**src/rtl/pix_repack.sv**
```systemverilog
module pix_repack #(
  parameter int CNT_W = 24
) (
  input  logic             clk,
  input  logic             rst_n,
  input  logic             start,
  input  logic [2:0]       in_fmt,
  input  logic             out_fmt,
  input  logic [CNT_W-1:0] pix_count,
  input  logic             word_valid,
  input  logic [31:0]      word_data,
  output logic             word_ready,
  output logic             byte_valid,
  output logic [7:0]       byte_data,
  output logic             byte_last,
  input  logic             byte_ready
);

  logic             active;
  logic [2:0]       ifmt;
  logic             ofmt;
  logic [CNT_W-1:0] left;
  logic [63:0]      stage;
  logic [3:0]       scnt;
  logic [23:0]      obuf;
  logic [1:0]       ocnt;
  logic             olast;

  logic [3:0]  bpp;
  logic        busy, go, take, send, ext, fin;
  logic [7:0]  s0, s1, s2, s3, r, g, b;
  logic [15:0] hw;
  logic [23:0] packed_px;

  assign bpp = ifmt[2] ? (ifmt[1] ? 4'd2 : 4'd3) : 4'd4;
  assign busy = active || (ocnt != 2'd0);
  assign go = start && !busy && (pix_count != '0);
  assign word_ready = active && (scnt < bpp);
  assign take = word_valid && word_ready;
  assign byte_valid = ocnt != 2'd0;
  assign byte_data = obuf[23:16];
  assign byte_last = olast && (ocnt == 2'd1);
  assign send = byte_valid && byte_ready;
  assign ext = active && (scnt >= bpp) && ((ocnt == 2'd0) || ((ocnt == 2'd1) && byte_ready));
  assign fin = left == CNT_W'(1);

  assign {s3, s2, s1, s0} = stage[31:0];
  assign hw = {s1, s0};

  always_comb begin
    r = s0; g = s1; b = s2;
    case (ifmt)
      3'd1, 3'd5: begin b = s0; g = s1; r = s2; end
      3'd2:       begin r = s1; g = s2; b = s3; end
      3'd3:       begin b = s1; g = s2; r = s3; end
      3'd6: begin
        b = {hw[15:11], hw[15:13]};
        g = {hw[10:5], hw[10:9]};
        r = {hw[4:0], hw[4:2]};
      end
      3'd7: begin
        r = {hw[15:11], hw[15:13]};
        g = {hw[10:5], hw[10:9]};
        b = {hw[4:0], hw[4:2]};
      end
      default: begin r = s0; g = s1; b = s2; end
    endcase
  end

  assign packed_px = ofmt ? {r, g, b} : {r[7:3], g[7:5], g[4:2], b[7:3], 8'h00};

  always_ff @(posedge clk) begin
    if (!rst_n) begin
      active <= 1'b0;
      ifmt   <= 3'd0;
      ofmt   <= 1'b0;
      left   <= '0;
      stage  <= '0;
      scnt   <= 4'd0;
    end else if (go) begin
      active <= 1'b1;
      ifmt   <= in_fmt;
      ofmt   <= out_fmt;
      left   <= pix_count;
      stage  <= '0;
      scnt   <= 4'd0;
    end else if (take) begin
      stage <= stage | ({32'b0, word_data} << {scnt, 3'b000});
      scnt  <= scnt + 4'd4;
    end else if (ext) begin
      left <= left - CNT_W'(1);
      if (fin) begin
        active <= 1'b0;
        stage  <= '0;
        scnt   <= 4'd0;
      end else begin
        stage <= stage >> {bpp, 3'b000};
        scnt  <= scnt - bpp;
      end
    end
  end

  always_ff @(posedge clk) begin
    if (!rst_n) begin
      obuf  <= '0;
      ocnt  <= 2'd0;
      olast <= 1'b0;
    end else if (ext) begin
      obuf  <= packed_px;
      ocnt  <= ofmt ? 2'd3 : 2'd2;
      olast <= fin;
    end else if (send) begin
      obuf <= {obuf[15:0], 8'h00};
      ocnt <= ocnt - 2'd1;
    end
  end

  assert_hold_R10: assert property (@(posedge clk) disable iff (!rst_n)
    byte_valid && !byte_ready |=> byte_valid && $stable(byte_data) && $stable(byte_last));

  assert_start_R2: assert property (@(posedge clk) disable iff (!rst_n)
    start && !busy && (pix_count != '0) |=> word_ready);

  assert_idle_after_last_R9: assert property (@(posedge clk) disable iff (!rst_n)
    send && byte_last |=> !word_ready && !byte_valid);

  assert_last_frame_done_R8: assert property (@(posedge clk) disable iff (!rst_n)
    send && byte_last |-> !active && (left == '0));

  assert_stage_bound_R4: assert property (@(posedge clk) disable iff (!rst_n)
    scnt <= 4'd6);

  assert_short_form_R6: assert property (@(posedge clk) disable iff (!rst_n)
    !ofmt |-> ocnt != 2'd3);

endmodule

```
**config.mk**
```make
export PLATFORM = sky130hd
export DESIGN_NAME = pix_repack
export DESIGN_NICKNAME = d
export VERILOG_FILES = /design/src/rtl/pix_repack.sv
export SDC_FILE = /design/constraint.sdc
export NUM_CORES = 1
export LEC_CHECK = 0
export BUFFER_PORTS_ARGS = -buffer_cell sky130_fd_sc_hd__buf_4
export CELL_PAD_IN_SITES_DETAIL_PLACEMENT = 1
export CELL_PAD_IN_SITES_GLOBAL_PLACEMENT = 1
export CORE_ASPECT_RATIO = 0.7
export CORE_MARGIN = 8
export CORE_UTILIZATION = 45
export CTS_CLUSTER_DIAMETER = 50
export DETAILED_ROUTE_END_ITERATION = 8
export PLACE_DENSITY = 0.89
export SKIP_LAST_GASP = 1
export SLEW_MARGIN = 10
export SYNTH_ARGS = -nofsm -noshare
export SYNTH_HDL_FRONTEND = slang
export SYNTH_SLANG_ARGS = --single-unit
```
**constraint.sdc**
```tcl
create_clock -name clk -period 4.5 [get_ports clk]
set_input_delay 0.675 -clock clk [delete_from_list [all_inputs] [get_ports clk]]
set_output_delay 0.675 -clock clk [all_outputs]
set_load 0.01 [all_outputs]
```
After elaboration in Yosys (flattened, before gate mapping). Cells that the tools add are included.

Bits in registers: 124. Input bits: 65. Output and inout port bits: 11. Logic and storage cells: 77.

Add/sub/neg operators: 4. Order comparisons: 2. Equality and inequality tests: 9. Shift-type cells: 2. Mux-type cells: 24. Bitwise operators: 2. Reduce and logical (&&, ||, !) cells: 25.

Operators with widths (number): $mux W64 (3); $mux W24 (5); $pmux W8 S5 (2); $or A64 B64 Y64 (1); $shl A32 B7 Y64 (1); $shr A64 B6 Y64 (1); $eq A24 B1 Y1 const B (1); $reduce_bool A24 Y1 (1); $sub A24 B1 Y24 const B (1); $mux W19 (1); $pmux W8 S2 (1); $mux W4 (3); $reduce_bool A2 Y1 (5); $eq A3 B3 Y1 const B (3); $logic_and A1 B1 Y1 (9); $reduce_or A2 Y1 (4); $eq A3 B2 Y1 const B (2); $mux W1 (6); $add A4 B3 Y4 const B (1); $ge A4 B3 Y1 (1); $lt A4 B3 Y1 (1); $mux W2 (2); $sub A4 B3 Y4 (1); $eq A3 B1 Y1 const B (1); 10 further kinds (11).

Depth between registers and ports, before layout.
Depth in word-level cells: 8. Gate-level depth with buffers: 17. Mapped depth without buffers: 10.

Worst setup path before layout. Ideal clock, no wire load.

Path type: reg-to-reg. From: register ifmt[1]. To: register obuf[16]. Setup time: 118 ps. Arrival time: 3622 ps. Data required time: 4382 ps. Setup slack: 760 ps. Stages on the path, launching flop included: 16. Buffers on the path: 7. Period minus slack after synthesis: 3740 ps. Cells stage by stage: dfxtp_1 > clkbuf_1 > clkbuf_1 > clkbuf_1 > buf_1 > buf_1 > nor2_1 > ha_1 > inv_1 > fa_1 > a211oi_1 > a211oi_1 > clkbuf_1 > buf_1 > o221ai_1 > o2111a_1.

Cells in the longest elaborated chain, start to end: 6. Elaborated cells between the ends (all ways): 19. Those cells by class: order compare: 1; eq/ne: 6; mux: 6; reduce/logical: 6.

RTL lines: start: declaration (RTL line 20) `logic [2:0] ifmt;`; start signal: assignment (RTL line 82) `ifmt <= in_fmt;`; $mux W1 (RTL line 35) `assign bpp = ifmt[2] ? (ifmt[1] ? 4'd2 : 4'd3) : 4'd4;`; $mux W3 (RTL line 35); $ge A4 B3 Y1 (RTL line 44) `assign ext = active && (scnt >= bpp) && ((ocnt == 2'd0) || ((ocnt == 2'd1) && byte_ready));`; $logic_and A1 B1 Y1 (2 in a row) (RTL line 44); $mux W24 / $reduce_bool A2 Y1 (equally long branches); end signal: assignment (RTL line 109) `obuf <= packed_px;`; end signal: assignment (RTL line 113) `obuf <= {obuf[15:0], 8'h00};`; end: declaration (RTL line 25) `logic [23:0] obuf;`.

Parallel ways exist; a longest one is shown, timed or not. A chain may end at the register's enable or synchronous reset.

Worst setup path in the final report.
From: register ifmt[2]. To: register stage[35].

Cells in the longest elaborated chain, start to end: 5. Elaborated cells between the ends (all ways): 12. Those cells by class: order compare: 2; shift: 1; mux: 4; reduce/logical: 5.

RTL lines: $mux W3 * (RTL line 35); $shr A64 B6 Y64, or another cell as far along (RTL line 97) `stage <= stage >> {bpp, 3'b000};`; $mux W64, or another cell as far along (RTL line 92) `if (fin) begin`; $mux W64, or another cell as far along (RTL line 90) `end else if (ext) begin`; $mux W64 / $reduce_bool A2 Y1 (equally long branches); end signal: assignment (RTL line 88) `stage <= stage | ({32'b0, word_data} << {scnt, 3'b000});`; end signal: assignment (RTL line 97); end: declaration (RTL line 23) `logic [63:0] stage;`.

Every way passes the cells marked *; elsewhere a longest branch is shown, timed or not. The select of a mux whose other input is x is not followed.

==> metrics.cfg <==
[placed_design]
placed_cells = 1312
place.gp.congestion = 0.918
place_hpwl_um = 21700
port_buffers = 75

[global_route]
grt_max_degree = 100
track_usage_pct = 28.2
grt_first_pass_wirelength_um = 51600
initial_antenna_violation_count = 0
first_global_vias = 9135
globalRoute.totalOverflow = 0

[synth]
yosysTopAreaCell = dfxtp_1
synth_sequential_area_ratio_pct = 30.3
ys_dominant_reg_cell = dfxtp_1
synth_nets = 1155
ys_async_sr_fraction_pct = 0
count_of_mapped_cells_out_of_synthesis = 1082
synth_top_cells_by_area = dfxtp_1 (30%), a21oi_1 (9.5%), mux2i_1 (9.3%), nor2_1 (3.9%), nand3_1 (3.7%)
synthMostInstantiatedCell = a21oi_1
synth-seq-cells = 124
synth_commonest_cells = a21oi_1 (155), dfxtp_1 (124), nor2_1 (86)
syn-cell-area_um2 = 8200
synth.lib_cells_used.distinct = 67
synthesis.area_per_instance_um2 = 7.58
yosysWarnings = 0
post-synth-top-area-fraction_pct = 30.3
synth_edf_count = 0

[floorplan]
boundaryPins = 76
design.die.area_um2 = 22900
core_region_area_um2 = 18000
placement_row_count = 41
fp.dieW_um = 177
floorplan.initialDensity_pct = 45.7
die_h_um = 129

[setup_path]
critPathBufInv = 3
setup.worst_path.class = register to register
critPathLaunchType = register
critical_path.most_common_cell = inv_1
worst_path_max_delay_cell = a211oi_1
worst-path-max-fanout = 23
arrival_ps = 4030
cp_cell_sequence = inv_1, nor2_1, ha_1, inv_1, fa_1, a211oi_1, nand3_1, buf_4, nor3_1, nand2_1, a31oi_1
setup.reg_to_reg.worst_slack_ps = 810
timing.critical_path.required_ps = 4840
critPathTopFamily = simple AND/OR/NAND/NOR gates
worst_setup_path_end_kind = register
slowest_delay_ps = 720

[route]
detailedRoute.firstIterationViolations = 988
dr_total_vias = 9116
routedWlPerCell_um = 24.1
drcViolationCount = 0
drt_pre_antenna_iters = 5
drtAntennaViolNets = 0
finalWirelength_um = 32400
avgViaCountPerCell = 6.78

[sta]
fin_crit_ps = 3690
slew_headroom_pct = 18.2
final.period_utilization_pct = 82.0
timing.clock.skew_ps = 10.7
count_of_endpoints_failing_setup_in_the_final_report = 0
max_clock_freq_ghz = 0.271
rsz0062_at_grt = false
timing.final.max_slew_violations = 0
tightestPinTransition_ps = 1220
final-hold-violation-count = 0
setup_tns_ps = 0

[clock_network]
clkLatencyLatePin_ps = 430
post_cts.resized_instances = 0
tritoncts = done
cts_bufs_inserted = 17
clk_transition_reported_paths_ps = 60
cts_buffer_depth = 2
cts.sinks = 124
postCtsSetupBuffers = 0
ctsRootBufferMaster = clkbuf_16
clock_tree.htree_level_count = 4
cts_hold_repair.buffers = 0

[final_layout]
nFillCells = 2201
areaGrowthSynthToFinish_pct = 15.5
antennaDiodeCount = 0
post-route-util_pct = 52.8
layout.cells.non_filler = 1344
design.final.nets = 1168
post_route_cells_drive_above_1_share_pct = 14.8

[power_and_ir_drop]
p_per_area_nw_per_um2 = 515
static_leakage_nw = 3.23
worst_ir_drop_vdd_v = 0.000318

[worst_hold_path]
worst_hold_path_type = register to register

[job]
max-cap-violations = 0

[outcome]
outcome = finished, final reports clean

-- final timing paths --
| path | startpoint | endpoint | depth (start not counted) |
|---|---|---|---|
| worst min-delay path | olast | olast | 2 |
| worst max-delay path | ifmt[2] | stage[35] | 11 |
| worst max register to register | ifmt[2] | stage[35] | 11 |
| worst min register to register | olast | olast | 2 |
-- layer usage --
metal | GRT usage [%] | routed length [um] | up-vias
met5 | 0 | 0 | -
met4 | 9.09 | 830 | 0
met3 | 6.12 | 3160 | 78
met2 | 43.4 | 14500 | 496
met1 | 38.7 | 13900 | 4499
li1 | - | - | 4043
-- cell families (layout without fill, tap and decap cells) --
family	Yosys count	in the layout	synth area share (%)
compound gates	374	374	28.7
xor+xnor	4	4	0.427
fa+ha+maj	8	8	1.31
buf+inv	123	149	6.19
flops	124	124	30.3
mux	88	88	11.2
simple gates	361	361	22.0
-- stage by stage --
stage          power (mW)  instance area [um2]  setup slack, ps  hold WS (ps)
6_report             4.88                 9470              811           450
5_1_grt              5.10                 9470              499           480
4_1_cts              4.83                 9470              881           455
3_5_place_dp         3.37                 8860             1010           447
3_3_place_gp         3.29                 8860             1170           435
2_1_floorplan        2.77                 8200              760           427
-- registers in the layout (all words and copies together) (netlist names) --
name    cells
ocnt        2
ifmt        3
olast       1
scnt        4
left       24
obuf       24
ofmt        1
stage      64
active      1
-- area by class of cell --
cell class,count,area (um2),area share (%)
Inverter,19,71.3,0.753
Timing Repair Buffer,98,736,7.77
Clock inverter,13,166,1.76
Multi-Input combinational cell,835,5270,55.6
Tap cell,236,295,3.12
Sequential cell,124,2490,26.3
Clock buffer,19,443,4.68
-- worst reg2reg max path: stages, from the launching register on --
cell and delay (ps):
dfxtp_4 350, inv_1 120, nor2_1 140, ha_1 190, inv_1 70, fa_1 420, a211oi_1 720, nand3_1 220
buf_4 280, nor3_1 740, nand2_1 140, a31oi_1 210
-- placed cells by master, fill, tap and decap left out, drive strengths merged, types with 10 or more instances in the layout --
| cell type | count |
|---|---|
| o211ai | 12 |
| clkbuf | 19 |
| mux2 | 10 |
| dfxtp | 124 |
| a31oi | 18 |
| nand3 | 61 |
| nor2 | 86 |
| or3 | 15 |
| o221ai | 14 |
| nand2b | 18 |
| nand2 | 69 |
| mux2i | 76 |
| nor2b | 13 |
| o21ai | 61 |
| inv | 20 |
| a211oi | 16 |
| nor3 | 35 |
| a21oi | 155 |
| nand4 | 15 |
| buf | 98 |
-- where the power goes --
part	total, mW	internal (mW)	switching, mW	leakage (nW)
registers	1.48	1.27	0.203	1.01
clock network	1.44	0.889	0.547	0.290
logic	1.97	0.690	1.28	1.93
Note: power is estimated with default switching activity, not from simulation.
